### src/rtl/swb_pkg.sv
`timescale 1ns/1ps
package swb_pkg;
  typedef enum logic [1:0] {
    ST_IDLE  = 2'd0,
    ST_SPEC  = 2'd1,
    ST_DRAIN = 2'd2
  } swb_state_e;

  typedef enum logic [1:0] {
    CAUSE_NONE     = 2'd0,
    CAUSE_CONFLICT = 2'd1,
    CAUSE_OVERFLOW = 2'd2,
    CAUSE_CORE     = 2'd3
  } swb_cause_e;
endpackage

### src/rtl/swb_store_buf.sv
`timescale 1ns/1ps
module swb_store_buf #(
  parameter int ADDR_W     = 16,
  parameter int DATA_W     = 32,
  parameter int ENTRIES    = 4,
  parameter int LINE_SHIFT = 2
) (
  input  logic                      clk,
  input  logic                      rst_n,
  input  logic                      clear,
  input  logic                      st_en,
  input  logic [ADDR_W-1:0]         st_addr,
  input  logic [DATA_W-1:0]         st_data,
  input  logic [DATA_W/8-1:0]       st_be,
  input  logic                      gnt_valid,
  input  logic [ADDR_W-LINE_SHIFT-1:0] gnt_line,
  input  logic [ADDR_W-1:0]         ld_addr,
  input  logic [ADDR_W-LINE_SHIFT-1:0] snp_line,
  input  logic [$clog2(ENTRIES)-1:0] rd_idx,
  output logic                      st_hit,
  output logic                      full,
  output logic [$clog2(ENTRIES+1)-1:0] occ,
  output logic                      ld_match,
  output logic [DATA_W-1:0]         ld_data,
  output logic [DATA_W/8-1:0]       ld_be,
  output logic                      snp_hit,
  output logic                      all_granted,
  output logic [ADDR_W-1:0]         rd_addr,
  output logic [DATA_W-1:0]         rd_data,
  output logic [DATA_W/8-1:0]       rd_be
);
  localparam int BE_W   = DATA_W / 8;
  localparam int LINE_W = ADDR_W - LINE_SHIFT;
  localparam int IDX_W  = $clog2(ENTRIES);
  localparam int CNT_W  = $clog2(ENTRIES + 1);

  logic [ADDR_W-1:0] e_addr [ENTRIES];
  logic [DATA_W-1:0] e_data [ENTRIES];
  logic [BE_W-1:0]   e_be   [ENTRIES];
  logic [ENTRIES-1:0] e_vld, e_gnt;
  logic [CNT_W-1:0]   count;
  logic [IDX_W-1:0]   st_idx;

  function automatic logic [LINE_W-1:0] line_of(input logic [ADDR_W-1:0] a);
    return a[ADDR_W-1:LINE_SHIFT];
  endfunction

  function automatic logic [DATA_W-1:0] merge_lanes(input logic [DATA_W-1:0] old_d,
                                                    input logic [DATA_W-1:0] new_d,
                                                    input logic [BE_W-1:0]   be);
    logic [DATA_W-1:0] r;
    for (int b = 0; b < BE_W; b++)
      r[b*8 +: 8] = be[b] ? new_d[b*8 +: 8] : old_d[b*8 +: 8];
    return r;
  endfunction

  function automatic logic [DATA_W-1:0] lane_mask(input logic [BE_W-1:0] be);
    logic [DATA_W-1:0] m;
    for (int b = 0; b < BE_W; b++)
      m[b*8 +: 8] = {8{be[b]}};
    return m;
  endfunction

  always_comb begin
    st_hit   = 1'b0;
    st_idx   = '0;
    ld_match = 1'b0;
    ld_data  = '0;
    ld_be    = '0;
    snp_hit  = 1'b0;
    for (int i = 0; i < ENTRIES; i++) begin
      if (e_vld[i] && e_addr[i] == st_addr) begin
        st_hit = 1'b1;
        st_idx = IDX_W'(i);
      end
      if (e_vld[i] && e_addr[i] == ld_addr) begin
        ld_match = 1'b1;
        ld_be    = e_be[i];
        ld_data  = e_data[i] & lane_mask(e_be[i]);
      end
      if (e_vld[i] && line_of(e_addr[i]) == snp_line)
        snp_hit = 1'b1;
    end
  end

  assign full        = (count == CNT_W'(ENTRIES));
  assign occ         = count;
  assign all_granted = &(~e_vld | e_gnt);
  assign rd_addr     = e_addr[rd_idx];
  assign rd_data     = e_data[rd_idx];
  assign rd_be       = e_be[rd_idx];

  always_ff @(posedge clk or negedge rst_n) begin
    if (!rst_n) begin
      e_vld <= '0;
      e_gnt <= '0;
      count <= '0;
      for (int i = 0; i < ENTRIES; i++) begin
        e_addr[i] <= '0;
        e_data[i] <= '0;
        e_be[i]   <= '0;
      end
    end else if (clear) begin
      e_vld <= '0;
      e_gnt <= '0;
      count <= '0;
    end else begin
      for (int i = 0; i < ENTRIES; i++)
        if (gnt_valid && e_vld[i] && line_of(e_addr[i]) == gnt_line)
          e_gnt[i] <= 1'b1;
      if (st_en) begin
        if (st_hit) begin
          e_data[st_idx] <= merge_lanes(e_data[st_idx], st_data, st_be);
          e_be[st_idx]   <= e_be[st_idx] | st_be;
        end else if (!full) begin
          e_vld[count[IDX_W-1:0]]  <= 1'b1;
          e_gnt[count[IDX_W-1:0]]  <= gnt_valid && (line_of(st_addr) == gnt_line);
          e_addr[count[IDX_W-1:0]] <= st_addr;
          e_data[count[IDX_W-1:0]] <= merge_lanes('0, st_data, st_be);
          e_be[count[IDX_W-1:0]]   <= st_be;
          count <= count + 1'b1;
        end
      end
    end
  end
endmodule

### src/rtl/swb_read_set.sv
`timescale 1ns/1ps
module swb_read_set #(
  parameter int LINE_W     = 14,
  parameter int RSET_DEPTH = 4
) (
  input  logic              clk,
  input  logic              rst_n,
  input  logic              clear,
  input  logic              rec_en,
  input  logic [LINE_W-1:0] rec_line,
  input  logic [LINE_W-1:0] snp_line,
  output logic              rec_ovf,
  output logic              snp_hit,
  output logic [$clog2(RSET_DEPTH+1)-1:0] occ
);
  localparam int IDX_W = $clog2(RSET_DEPTH);
  localparam int CNT_W = $clog2(RSET_DEPTH + 1);

  logic [LINE_W-1:0]     r_line [RSET_DEPTH];
  logic [RSET_DEPTH-1:0] r_vld;
  logic [CNT_W-1:0]      count;
  logic                  rec_hit, full;

  always_comb begin
    rec_hit = 1'b0;
    snp_hit = 1'b0;
    for (int i = 0; i < RSET_DEPTH; i++) begin
      if (r_vld[i] && r_line[i] == rec_line) rec_hit = 1'b1;
      if (r_vld[i] && r_line[i] == snp_line) snp_hit = 1'b1;
    end
  end

  assign full    = (count == CNT_W'(RSET_DEPTH));
  assign rec_ovf = rec_en && !rec_hit && full;
  assign occ     = count;

  always_ff @(posedge clk or negedge rst_n) begin
    if (!rst_n) begin
      r_vld <= '0;
      count <= '0;
      for (int i = 0; i < RSET_DEPTH; i++) r_line[i] <= '0;
    end else if (clear) begin
      r_vld <= '0;
      count <= '0;
    end else if (rec_en && !rec_hit && !full) begin
      r_vld[count[IDX_W-1:0]]  <= 1'b1;
      r_line[count[IDX_W-1:0]] <= rec_line;
      count <= count + 1'b1;
    end
  end
endmodule

### src/rtl/swb_ctrl.sv
`timescale 1ns/1ps
module swb_ctrl
  import swb_pkg::*;
#(
  parameter int ENTRIES = 4
) (
  input  logic clk,
  input  logic rst_n,
  input  logic begin_req,
  input  logic commit_req,
  input  logic core_abort,
  input  logic conflict,
  input  logic overflow,
  input  logic store_now,
  input  logic all_granted,
  input  logic [$clog2(ENTRIES+1)-1:0] occ,
  output swb_state_e state,
  output logic clear,
  output logic commit_take,
  output logic [$clog2(ENTRIES)-1:0] drain_ptr,
  output logic abort_pulse,
  output logic [1:0] abort_cause,
  output logic commit_done
);
  localparam int IDX_W = $clog2(ENTRIES);
  localparam int CNT_W = $clog2(ENTRIES + 1);

  swb_state_e nxt;
  swb_cause_e cause;
  logic       drain_last, empty;

  assign empty      = (occ == '0);
  assign drain_last = (CNT_W'(drain_ptr) + 1'b1 == occ);

  always_comb begin
    cause = CAUSE_NONE;
    if (state == ST_SPEC) begin
      if (conflict)        cause = CAUSE_CONFLICT;
      else if (overflow)   cause = CAUSE_OVERFLOW;
      else if (core_abort) cause = CAUSE_CORE;
    end
  end

  assign commit_take = (state == ST_SPEC) && (cause == CAUSE_NONE) && commit_req
                       && all_granted && !store_now;

  always_comb begin
    nxt   = state;
    clear = 1'b0;
    unique case (state)
      ST_IDLE: if (begin_req) begin
        nxt   = ST_SPEC;
        clear = 1'b1;
      end
      ST_SPEC: begin
        if (cause != CAUSE_NONE) begin
          nxt   = ST_IDLE;
          clear = 1'b1;
        end else if (commit_take) begin
          nxt   = empty ? ST_IDLE : ST_DRAIN;
          clear = empty;
        end
      end
      ST_DRAIN: if (drain_last) begin
        nxt   = ST_IDLE;
        clear = 1'b1;
      end
      default: begin
        nxt   = ST_IDLE;
        clear = 1'b1;
      end
    endcase
  end

  always_ff @(posedge clk or negedge rst_n) begin
    if (!rst_n) begin
      state       <= ST_IDLE;
      drain_ptr   <= '0;
      abort_pulse <= 1'b0;
      abort_cause <= 2'd0;
      commit_done <= 1'b0;
    end else begin
      state       <= nxt;
      drain_ptr   <= (state == ST_DRAIN) ? drain_ptr + 1'b1 : IDX_W'(0);
      abort_pulse <= (cause != CAUSE_NONE);
      abort_cause <= cause;
      commit_done <= (commit_take && empty) || (state == ST_DRAIN && drain_last);
    end
  end
endmodule

### src/rtl/swb_top.sv
`timescale 1ns/1ps
module swb_top
  import swb_pkg::*;
#(
  parameter int ADDR_W     = 16,
  parameter int DATA_W     = 32,
  parameter int ENTRIES    = 4,
  parameter int RSET_DEPTH = 4,
  parameter int LINE_SHIFT = 2
) (
  input  logic                         clk,
  input  logic                         rst_n,
  input  logic                         ctl_begin,
  input  logic                         ctl_commit,
  input  logic                         ctl_abort,
  input  logic                         st_valid,
  input  logic [ADDR_W-1:0]            st_addr,
  input  logic [DATA_W-1:0]            st_data,
  input  logic [DATA_W/8-1:0]          st_be,
  input  logic                         ld_valid,
  input  logic [ADDR_W-1:0]            ld_addr,
  output logic                         ld_hit,
  output logic [DATA_W-1:0]            ld_fwd_data,
  output logic [DATA_W/8-1:0]          ld_fwd_be,
  input  logic                         snp_valid,
  input  logic [ADDR_W-LINE_SHIFT-1:0] snp_line,
  input  logic                         snp_inv,
  output logic                         snp_stall,
  output logic                         own_req_valid,
  output logic [ADDR_W-LINE_SHIFT-1:0] own_req_line,
  input  logic                         own_gnt_valid,
  input  logic [ADDR_W-LINE_SHIFT-1:0] own_gnt_line,
  output logic                         commit_ready,
  output logic                         drain_valid,
  output logic [ADDR_W-1:0]            drain_addr,
  output logic [DATA_W-1:0]            drain_data,
  output logic [DATA_W/8-1:0]          drain_be,
  output logic                         commit_done,
  output logic                         abort_pulse,
  output logic [1:0]                   abort_cause,
  output logic                         spec_active
);
  localparam int LINE_W = ADDR_W - LINE_SHIFT;
  localparam int IDX_W  = $clog2(ENTRIES);
  localparam int CNT_W  = $clog2(ENTRIES + 1);
  localparam int RCNT_W = $clog2(RSET_DEPTH + 1);

  swb_state_e          state;
  logic                in_spec, clear, commit_take;
  logic                wb_st_hit, wb_full, wb_ld_match, wb_snp_hit, wb_all_gnt;
  logic [CNT_W-1:0]    wb_occ;
  logic [RCNT_W-1:0]   rs_occ;
  logic                rs_ovf, rs_snp_hit;
  logic [IDX_W-1:0]    drain_ptr;
  logic                conflict_evt, overflow_evt, abort_evt, store_en;
  logic [DATA_W-1:0]   wb_ld_data;
  logic [DATA_W/8-1:0] wb_ld_be;

  assign in_spec      = (state == ST_SPEC);
  assign conflict_evt = in_spec && snp_valid && (wb_snp_hit || (snp_inv && rs_snp_hit));
  assign overflow_evt = in_spec && ((st_valid && !wb_st_hit && wb_full) || rs_ovf);
  assign abort_evt    = conflict_evt || overflow_evt || (in_spec && ctl_abort);
  assign store_en     = in_spec && st_valid && !abort_evt;

  swb_store_buf #(
    .ADDR_W(ADDR_W), .DATA_W(DATA_W), .ENTRIES(ENTRIES), .LINE_SHIFT(LINE_SHIFT)
  ) u_buf (
    .clk(clk), .rst_n(rst_n), .clear(clear), .st_en(store_en),
    .st_addr(st_addr), .st_data(st_data), .st_be(st_be),
    .gnt_valid(own_gnt_valid), .gnt_line(own_gnt_line),
    .ld_addr(ld_addr), .snp_line(snp_line), .rd_idx(drain_ptr),
    .st_hit(wb_st_hit), .full(wb_full), .occ(wb_occ),
    .ld_match(wb_ld_match), .ld_data(wb_ld_data), .ld_be(wb_ld_be),
    .snp_hit(wb_snp_hit), .all_granted(wb_all_gnt),
    .rd_addr(drain_addr), .rd_data(drain_data), .rd_be(drain_be)
  );

  swb_read_set #(.LINE_W(LINE_W), .RSET_DEPTH(RSET_DEPTH)) u_rset (
    .clk(clk), .rst_n(rst_n), .clear(clear),
    .rec_en(in_spec && ld_valid), .rec_line(ld_addr[ADDR_W-1:LINE_SHIFT]),
    .snp_line(snp_line), .rec_ovf(rs_ovf), .snp_hit(rs_snp_hit), .occ(rs_occ)
  );

  swb_ctrl #(.ENTRIES(ENTRIES)) u_ctrl (
    .clk(clk), .rst_n(rst_n), .begin_req(ctl_begin), .commit_req(ctl_commit),
    .core_abort(ctl_abort), .conflict(conflict_evt), .overflow(overflow_evt),
    .store_now(st_valid), .all_granted(wb_all_gnt), .occ(wb_occ),
    .state(state), .clear(clear), .commit_take(commit_take), .drain_ptr(drain_ptr),
    .abort_pulse(abort_pulse), .abort_cause(abort_cause), .commit_done(commit_done)
  );

  assign spec_active   = in_spec;
  assign snp_stall     = (state == ST_DRAIN);
  assign drain_valid   = (state == ST_DRAIN);
  assign commit_ready  = wb_all_gnt;
  assign own_req_valid = store_en && !wb_st_hit && !wb_full;
  assign own_req_line  = st_addr[ADDR_W-1:LINE_SHIFT];
  assign ld_hit        = in_spec && ld_valid && wb_ld_match;
  assign ld_fwd_data   = ld_hit ? wb_ld_data : '0;
  assign ld_fwd_be     = ld_hit ? wb_ld_be : '0;
endmodule

### config.mk
export PLATFORM = sky130hd
export DESIGN_NAME = swb_top
export DESIGN_NICKNAME = d
export VERILOG_FILES = /design/src/rtl/swb_pkg.sv /design/src/rtl/swb_store_buf.sv /design/src/rtl/swb_read_set.sv /design/src/rtl/swb_ctrl.sv /design/src/rtl/swb_top.sv
export SDC_FILE = /design/constraint.sdc
export NUM_CORES = 1
export LEC_CHECK = 0
export BUFFER_PORTS_ARGS = -buffer_cell sky130_fd_sc_hd__buf_2
export CAP_MARGIN = 25
export CORE_ASPECT_RATIO = 1.4
export CORE_MARGIN = 1
export CORE_UTILIZATION = 45
export CTS_CLUSTER_DIAMETER = 80
export DETAILED_ROUTE_END_ITERATION = 7
export GPL_TIMING_DRIVEN = 0
export HOLD_SLACK_MARGIN = 0.02
export PLACE_DENSITY = 0.66
export SETUP_SLACK_MARGIN = 0.3
export SLEW_MARGIN = 20
export SYNTH_ARGS = -nofsm -noshare
export SYNTH_HDL_FRONTEND = slang
export SYNTH_HIERARCHICAL = 1
export SYNTH_SLANG_ARGS = --single-unit
### constraint.sdc
create_clock -name clk -period 4.3 [get_ports clk]
set_input_delay 0.215 -clock clk [delete_from_list [all_inputs] [get_ports clk]]
set_output_delay 0.215 -clock clk [all_outputs]
set_load 0.05 [all_outputs]
Word level (Yosys, flattened, before mapping)

Index checks and enable logic that the tools add are counted.

Flip-flop bits (word level): 290
Output and inout port bits: 112

Add/subtract/negate cells: 4
Magnitude comparators: 11
Equal/unequal tests: 36
Multiplexer cells: 123
Bitwise gates (word level): 16
Reductions and logical operators: 79

Operators with widths:

| cell                                    | number |
|---|---|
| 2-to-1 mux 32 bit                       | 11 |
| bitwise mux 128 bit                     | 2 |
| 2-to-1 mux 128 bit                      | 2 |
| equality test 14 bit                    | 17 |
| bitwise AND 32 bit                      | 4 |
| binary-select mux 32 bit (select 2 bit) | 2 |
| demux 32 bit (select 2 bit)             | 2 |
| equality test 16 bit                    | 8 |
| 2-to-1 mux 4 bit                        | 21 |
| 2-to-1 mux 16 bit                       | 5 |
| bitwise mux 64 bit                      | 1 |
| 2-to-1 mux 8 bit                        | 8 |
| bitwise mux 56 bit                      | 1 |
| logical AND 1 bit                       | 56 |
| 2-to-1 mux 1 bit                        | 35 |
| binary-select mux 16 bit (select 2 bit) | 1 |
| bitwise mux 16 bit                      | 2 |
| demux 16 bit (select 2 bit)             | 1 |
| demux 14 bit (select 2 bit)             | 1 |
| 2-to-1 mux 2 bit                        | 12 |
| 2-to-1 mux 3 bit                        | 6 |
| binary-select mux 4 bit (select 2 bit)  | 2 |
| demux 4 bit (select 2 bit)              | 2 |
| bitwise OR 4 bit                        | 4 |
| 30 further kinds                        | 63 |

Logic depth before layout (Yosys ltp)

Gate-level depths: netlist of run 1.

Word-level depth: 28
Mapped depth: 18
Gate-level depth less buffers: 15

Cells and area by module

Netlist of run 1, hierarchy kept.

By module, submodules not included:

| module        | times used | cells an instance | area each (µm²) | seq. area each (µm²) |
|---|---|---|---|---|
| swb_store_buf | 1          | 1753              | 16708.5         | 5480.3 |
| swb_read_set  | 1          | 341               | 3887.5          | 1576.5 |
| swb_top       | 1          | 67                | 470.5           | 0.0 |
| swb_ctrl      | 1          | 43                | 425.4           | 200.2 |

Worst setup path after synthesis of run 1

OpenSTA, ideal clock, no wires.

Path type: reg-to-reg
Start: register u_buf/e_addr[25] (netlist bit)
End: register u_buf/e_addr[45] (netlist bit)
Data arrival time: 4.047 ns
Data required time: 4.175 ns
Slack: 0.129 ns
Cell stages (with the launch flop): 17
Path buffers: 2
Clock period less this slack: 4.171 ns
Cells stage by stage: dfrtp_1 buf_2 xor2_1 or4b_4 nor4_4 a22oi_2 nand2_1 and3b_1 o21a_1 or2_1 a2111oi_2 o21ai_1 nor2b_1 nand2_1 nor4b_4 buf_2 mux2_2

Word-level cells in the longest chain between the ends: 22
Elaborated cells on any way between the ends: 34

Ends and longest elaborated chain:

| what                                 | RTL line             | text |
|---|---|---|
| start, declared                      | swb_store_buf.sv:37  | `logic [ADDR_W-1:0] e_addr [ENTRIES];` |
| start signal, assigned by index      | swb_store_buf.sv:118 | `e_addr[count[IDX_W-1:0]] <= st_addr;` |
| equality test 16 bit *               | swb_store_buf.sv:72  | `if (e_vld[i] && e_addr[i] == st_addr) begin` |
| logical AND 1 bit *                  | swb_store_buf.sv:72  |  |
| 2-to-1 mux 1 bit * (2 in a row)      | swb_store_buf.sv:72  |  |
| via wb_st_hit                        | swb_top.sv:50        | `logic wb_st_hit, wb_full, wb_ld_match, wb_snp_hit, wb_all_gnt;` |
| logical NOT 1 bit *                  | swb_top.sv:61        | `assign overflow_evt = in_spec && ((st_valid && !wb_st_hit && wb_full) \|\| rs_ovf);` |
| logical AND 1 bit * (2 in a row)     | swb_top.sv:61        |  |
| logical OR 1 bit *                   | swb_top.sv:61        |  |
| logical AND 1 bit *                  | swb_top.sv:61        |  |
| via overflow_evt                     | swb_top.sv:55        | `logic conflict_evt, overflow_evt, abort_evt, store_en;` |
| [4 not listed]                       | -                    |  |
| logical AND 1 bit (2 in a row)       | swb_ctrl.sv:44       | `assign commit_take = (state == ST_SPEC) && (cause == CAUSE_NONE) && commit_req` |
| logical AND 1 bit (2 in a row)       | swb_ctrl.sv:45       | `&& all_granted && !store_now;` |
| 2-to-1 mux 1 bit                     | swb_ctrl.sv:59       | `end else if (commit_take) begin` |
| 2-to-1 mux 1 bit *                   | swb_ctrl.sv:56       | `if (cause != CAUSE_NONE) begin` |
| one-hot mux 1 bit (3 select lines) * | swb_ctrl.sv:50       | `unique case (state)` |
| via clear                            | swb_top.sv:49        | `logic in_spec, clear, commit_take;` |
| inverter 1 bit (no line) *           | -                    |  |
| AND reduction 4 bit (no line) *      | -                    |  |

The timed path passes the listed nets; every way through them passes the cells marked *.
A chain may end at the register's enable or synchronous reset.

Worst setup path in the final report of run 1

Start: register u_buf/e_addr[25] (netlist bit)
End: register u_buf/e_data[6] (netlist bit)

Word-level cells in the longest chain between the ends: 22
Elaborated cells on any way between the ends: 48

Ends and longest elaborated chain:

| what                                 | RTL line             | text |
|---|---|---|
| equality test 16 bit *               | swb_store_buf.sv:72  |  |
| logical AND 1 bit *                  | swb_store_buf.sv:72  |  |
| 2-to-1 mux 1 bit * (2 in a row)      | swb_store_buf.sv:72  |  |
| via wb_st_hit                        | swb_top.sv:50        |  |
| logical NOT 1 bit *                  | swb_top.sv:61        |  |
| logical AND 1 bit * (2 in a row)     | swb_top.sv:61        |  |
| logical OR 1 bit *                   | swb_top.sv:61        |  |
| logical AND 1 bit *                  | swb_top.sv:61        |  |
| via overflow_evt                     | swb_top.sv:55        |  |
| [4 not listed]                       | -                    |  |
| logical AND 1 bit (2 in a row)       | swb_ctrl.sv:44       |  |
| logical AND 1 bit (2 in a row)       | swb_ctrl.sv:45       |  |
| 2-to-1 mux 1 bit                     | swb_ctrl.sv:59       |  |
| 2-to-1 mux 1 bit *                   | swb_ctrl.sv:56       |  |
| one-hot mux 1 bit (3 select lines) * | swb_ctrl.sv:50       |  |
| via clear                            | swb_top.sv:49        |  |
| inverter 1 bit (no line) *           | -                    |  |
| AND reduction 3 bit (no line) *      | -                    |  |
| end signal, assigned by index        | swb_store_buf.sv:113 | `e_data[st_idx] <= merge_lanes(e_data[st_idx], st_data, st_be);` |
| end signal, assigned by index        | swb_store_buf.sv:119 | `e_data[count[IDX_W-1:0]] <= merge_lanes('0, st_data, st_be);` |
| end, declared                        | swb_store_buf.sv:38  | `logic [DATA_W-1:0] e_data [ENTRIES];` |

The timed path passes the listed nets; every way through them passes the cells marked *. The select of a mux whose other input is x is not followed.

==> metrics.txt, run 1 <==
status completed; startpoint of the worst setup timing path u_buf/e_addr[25]; final hold viol count 0; Antenna diodes 0; register clock-pin slew on the reported worst setup and hold paths 0.06 ns; clock group share of total power 30.7%; CTS Buf Count 36; arrival time at the worst endpoint 4.68 ns; met1 track demand over resource in global routing 42.96%; signed area change from the synthesized netlist to the final layout 29.30%; area of the multi-input gates 13850 µm²; overall die area 48640 µm²; power per standard cell area 366.3 nW/µm²; via count 20570; share of the clock period used by the worst path 99.16%; horizontal extent of the die 186.7 µm; Req. time, crit path 4.72 ns; number of warning messages in the yosys log 6; critical path endpoint u_buf/e_data[6]; Final WS setup 0.03618 ns; number of levels in the clock H-tree 2; peak ir drop on the vdd network 0.3682 mV; cell-internal power 6331 µW; kind of critical path flop to flop; average footprint of a synthesized cell 9.753 µm²; max_slew headroom 19.25%; endpoint kind of the worst setup timing path flop; clock network latency to the later pin of the worst-skew pair 0.55 ns; GR Overflow Total 0; Via-to-Cell Ratio 6.438; NetSw 3846 µW; proportion of layout cells with a drive suffix above 1 34.23%; Setup Skew 0.02607 ns; area of the core 47050 µm²; number of I/O port buffers 173; final worst path period need 4.264 ns; CTS sink cnt 290; number of search-and-repair iterations in the first detailed-routing pass 6; leakage component of the power 0.01182 µW; Setup Slack @ Placement -1.175 ns; Placement Cell Area 23270 µm²; total global-route track usage 37.15%; average wire per standard cell 29.07 µm; wire length after detailed routing 92880 µm; placer's final routability congestion estimate 1.002; die height 260.5 µm; number of antenna violations at the first check in global routing 1; instance count along the most critical hold path 3; cell area after synthesis 21490 µm²; # nets final 2662; Layout Cell Area excl Fill 27780 µm²; number of cells on the worst reg-to-reg path 20; number of global-route vias before repair 20630; global-route wire length before repair 133900 µm; worst-case register-to-register setup slack 0.04 ns; effective utilization at floorplan 45.67%; root buffer cell clkbuf_16; worst reg2reg path endpoint u_buf/e_data[6]; unrepaired setup endpoints after global routing yes; largest net degree at the start of global routing 94; DRC marker count from the first detailed-route iteration 2338; worst slack on hold paths 0.04249 ns; crit-path max cell delay 0.54 ns; detailed-placement wirelength estimate 62790 µm; class of the worst hold path primary input to flop; fill cell total of the finished layout 4066; number of buffers on the longest clock path 3; measured slew at the worst slew-check pin 1.200 ns; number of pins exceeding their max-slew limit in the final report 0; library cell appearing most often on the critical path buf_6; Comb pwr share 35.9%; count of unresolved DRC violations after routing 0; summed negative setup slack over all endpoints 0 ns; type of origin of the critical path flop; setup-violating endpoint count in the final report 0; Critical Path Fanout Max 8; Sw Share 37.79%; worst path cell trace buf_6, xor2_1, or4b_4, nor4_4, a22oi_2, nand2_2, and3b_1, o21a_1, or2_4, a2111oi_4, o21ai_4, nor2b_4, buf_6, buf_6, nand2_4, o21ai_4, buf_6, o21ai_4, buf_12, mux2_4; Crit-path slowest cell or4b_4; TritonCTS clock tree done; Mapped Nets 2318; most used routing layer met2; met3 usage 6.711%; I/O pin count 218; gate count of the mapped netlist 2203; Max-Cap Viols 0; power share of the sequential group 33.4%; Fmax achieved 0.2345 GHz; sequential cell area in the final layout 7257 µm²; startpoint of the worst register-to-register path u_buf/e_addr[25]; global-route track usage on met2 63.08%; Routed Antenna Nets 0; FP Rows 94
-- layout make-up --
cell class / instances / area share (%)
Clock inverter: 8 / 0.3108
Inverter: 46 / 0.6215
Multi-Input combinational cell: 1600 / 49.87
Buffer: 267 / 6.792
Tap cell: 624 / 2.810
Sequential cell: 290 / 26.12
Clock buffer: 54 / 3.999
Timing Repair Buffer: 306 / 9.472
-- how the worst min path moves through the flow --
stage / endpoint / from
6_report: u_buf/e_data[73] / st_data[9]
5_1_grt: u_buf/e_addr[62] / st_addr[14]
4_1_cts: u_buf/e_addr[53] / st_addr[5]
3_5_place_dp: u_buf/e_data[20] / rst_n
3_3_place_gp: u_buf/e_data[20] / st_data[20]
2_1_floorplan: u_buf/e_addr[0] / rst_n
-- per-stage QoR --
step           power (µW)  utilization [%]  cells
3_3_place_gp         6689            49.19   3000
4_1_cts              9990            56.70   3163
3_5_place_dp         6765            49.46   3005
5_1_grt             10520            59.05   3195
2_1_floorplan        5856                -   2203
6_report            10180            59.05   3195
-- worst max-delay path: cells and delay by family (launching register included) --
kind / cells / cell delay [ns]
buffers and inverters: 5 / 0.68
XOR/XNOR: 1 / 0.18
AO/OA/AOI/OAI: 6 / 0.98
AND/OR/NAND/NOR: 7 / 1.61
multiplexers: 1 / 0.30
flip-flops: 1 / 0.37
-- power groups by stage --
stage | clock network, µW | registers (µW) | logic, µW
6_report | 3120 | 3400 | 3650
4_1_cts | 3160 | 3370 | 3450
5_1_grt | 3260 | 3430 | 3840
2_1_floorplan | 0 | 3350 | 2510
3_3_place_gp | 0 | 3400 | 3290
3_5_place_dp | 0 | 3420 | 3350
-- state kept, by name, summed over array words and instances (netlist names) --
register	count
u_ctrl/abort_cause	2
u_rset/occ	3
u_ctrl/state	2
u_buf/e_be	16
u_ctrl/drain_ptr	2
u_ctrl/commit_done	1
u_buf/e_gnt	4
u_buf/e_data	128
u_rset/r_line	56
u_rset/r_vld	4
u_buf/occ	3
u_buf/e_vld	4
u_ctrl/abort_pulse	1
u_buf/e_addr	64
-- routing by layer --
metal | part of all wire, % | wire length, µm
met5 | 0.014 | 13
met4 | 7.9 | 7350
met3 | 9.6 | 8913
met2 | 47 | 44090
met1 | 35 | 32510
-- placed cells by master, fill, tap and decap left out, drive strengths merged, types with 43 or more instances in the layout --
master    n
nand4    75
buf     428
a21oi    72
nand2    87
mux4     52
o21ai   160
xnor2   270
clkbuf  172
inv      47
nor2     44
nor3     53
a22oi    79
dfrtp   290
and2     73
nand3    89
mux2    133
xor2    102
a22o     43
-- repair_timing --
item,in CTS,in global routing
gates cloned,12,10
resized for setup,318,196
buffers inserted,57,20
pin swaps,51,68
hold buffers,27,0
hold endpoints to repair,142,0
endpoints found under the setup margin,318,311
Power figures use the tool's default switching activity.
==> run 2, diff against run 1 <==
--- a/config.mk
+++ b/config.mk
@@ -15,6 +15,7 @@
 export GPL_TIMING_DRIVEN = 0
 export HOLD_SLACK_MARGIN = 0.02
 export PLACE_DENSITY = 0.66
+export RECOVER_POWER = 25
 export SETUP_SLACK_MARGIN = 0.3
 export SLEW_MARGIN = 20
 export SYNTH_ARGS = -nofsm -noshare
==> run 2 against run 1 <==
  * The run now ends with max-capacitance violations, max-slew violations left
  * Count of clock-buffer cells in the layout stayed put
  * Via count is 0.12% higher
  * Maximum frequency is 0.12% higher
  * Design area is 0.24% lower
  * Global-route usage stayed put
  * Combinational power hardly changed
  * Critical path depth stayed put
  * Clock skew is 0.0010 ns higher
  * Critical endpoint unchanged
  * Largest cell class unchanged
==> metrics.txt, run 2 (synthesis results as in run 1) <==
status finished with violations; failing checks max-capacitance violations, max-slew violations; leading cell types in the layout, fill and taps excluded 290 x dfrtp_1, 263 x xnor2_1, 219 x buf_2, 100 x xor2_1, 96 x clkbuf_1; unrepaired setup endpoints after global routing yes; Routed Antenna Nets 0; count of unresolved DRC violations after routing 0; number of pins exceeding their max-slew limit in the final report 54; Fmax achieved 0.2348 GHz; endpoint kind of the worst setup timing path flop; CTS Buf Count 36; root buffer cell clkbuf_16; final worst path period need 4.259 ns; final hold viol count 0; setup-violating endpoint count in the final report 0; # nets final 2662; placed cell count 3005; CTS sink cnt 290; most used routing layer met2; arrival time at the worst endpoint 4.68 ns; register clock-pin slew on the reported worst setup and hold paths 0.06 ns; number of search-and-repair iterations in the first detailed-routing pass 6; wire length after detailed routing 92970 µm; share of the clock period used by the worst path 99.04%; Antenna diodes 0; I/O pin count 218; TritonCTS clock tree done; die height 260.5 µm; via count 20600; area of the core 47050 µm²; placer's final routability congestion estimate 1.002; signed area change from the synthesized netlist to the final layout 28.99%; number of I/O port buffers 173; Top Registers u_buf/e_data x128, u_buf/e_addr x64, u_rset/r_line x56; clock network latency to the later pin of the worst-skew pair 0.55 ns; average wire per standard cell 29.10 µm; measured slew at the worst slew-check pin 3.130 ns; type of origin of the critical path flop; number of levels in the clock H-tree 2; global-route track usage on met2 63.08%; FP Rows 94; met3 usage 6.711%; Critical Path Fanout Max 8; horizontal extent of the die 186.7 µm; number of buffers on the longest clock path 3; most flop-heavy register u_buf/e_data; worst path cell trace buf_6, xor2_1, or4b_4, nor4_4, a22oi_2, nand2_2, and3b_1, o21a_1, or2_4, a2111oi_4, o21ai_4, nor2b_4, buf_6, buf_6, nand2_4, o21ai_4, buf_6, o21ai_4, buf_12, mux2_4; overall die area 48640 µm²; peak ir drop on the vdd network 0.3687 mV; power per standard cell area 366.8 nW/µm²; crit-path max cell delay 0.54 ns; max_slew headroom -108.7%; number of antenna violations at the first check in global routing 1; number of global-route vias before repair 20630; final std cells w/o fill 3195; largest net degree at the start of global routing 94; Crit-path slowest cell or4b_4; kind of critical path flop to flop; GR Overflow Total 0; leakage component of the power 0.01174 µW; fraction of the core area covered by cells at the end of the flow 58.91%; effective utilization at floorplan 45.67%; total global-route track usage 37.15%; library cell appearing most often on the critical path buf_6; met1 track demand over resource in global routing 42.96%; most common library cell in the layout ignoring fill and taps dfrtp_1; class of the worst hold path primary input to flop; detailed-placement wirelength estimate 62790 µm; fill cell total of the finished layout 4079; Setup Skew 0.02707 ns; proportion of layout cells with a drive suffix above 1 33.49%; Max-Cap Viols 1; Req. time, crit path 4.72 ns; number of flip-flops under the largest register name 128; DRC marker count from the first detailed-route iteration 2338; global-route wire length before repair 133900 µm; Via-to-Cell Ratio 6.446
-- run 2: changes by cell type in the layout (fill, tap and decap cells not counted) --
cell,delta
buf_2,-18
buf_6,+2
buf_16,-2
clkbuf_1,+19
buf_8,-1
-- run 2: power breakdown --
part	internal (µW)	total, µW	switching [µW]
registers	3060	3400	337
logic	1410	3640	2230
clock network	1850	3120	1270
-- run 2: final timing paths --
| check | start | to | slack, ns | cells past startpoint |
|---|---|---|---|---|
| worst min register to register | u_ctrl/drain_ptr[0] | u_ctrl/drain_ptr[0] | 0.50 | 1 |
| worst max-delay path | u_buf/e_addr[25] | u_buf/e_data[6] | 0.04 | 20 |
| min in group asynchronous | rst_n | u_buf/e_data[21] | 1.23 | 2 |
| max in group asynchronous | rst_n | u_buf/e_data[3] | 0.72 | 4 |
| worst max register to register | u_buf/e_addr[25] | u_buf/e_data[6] | 0.04 | 20 |
| worst min-delay path | st_data[9] | u_buf/e_data[73] | 0.04 | 3 |
-- run 2: cell type report --
class	instances	area, µm²	share of cell area (%)
buffer	267	1887	6.808
multi-input combinational	1600	13850	49.99
tap	624	780.7	2.817
timing repair buffer	306	2565	9.255
clock inverter	8	86.33	0.3115
inverter	46	172.7	0.6230
sequential	290	7257	26.19
clock buffer	54	1111	4.009
-- run 2: layer usage --
metal | share of wire, % | vias to the layer above
li1 | - | 8626
met1 | 35 | 10030
met2 | 48 | 1493
met3 | 9.3 | 441
met4 | 8.0 | 2
met5 | 0.014 | -
-- run 2: critical path: cells and delay by family (launching register included) --
kind / cells / cell delay [ns]
mux: 1 / 0.30
xor+xnor: 1 / 0.18
buf+inv: 5 / 0.68
compound gates: 6 / 0.99
flops: 1 / 0.37
simple gates: 7 / 1.61
-- run 2: timing repair --
item,in CTS,in global routing
buffers inserted,57,20
endpoints found under the setup margin,318,311
pin swaps,51,68
hold endpoints to repair,142,0
gates cloned,12,10
resized for setup,318,196
hold buffers,27,0
-- run 2: per-stage QoR --
stage	power (µW)	cell area (µm²)	setup WS (ns)	hold WS (ns)	TNS (ns)
floorplan	5856	21500	0.2961	-0.08059	0
global placement	6689	23140	-2.751	0.4937	-991.90
detailed placement	6765	23270	-1.175	0.1537	-214.17
CTS	9990	26670	-0.06221	0.02730	-2.227
global route	10520	27710	-0.1518	0.04128	-9.958
finish	10170	27710	0.04144	0.04449	0
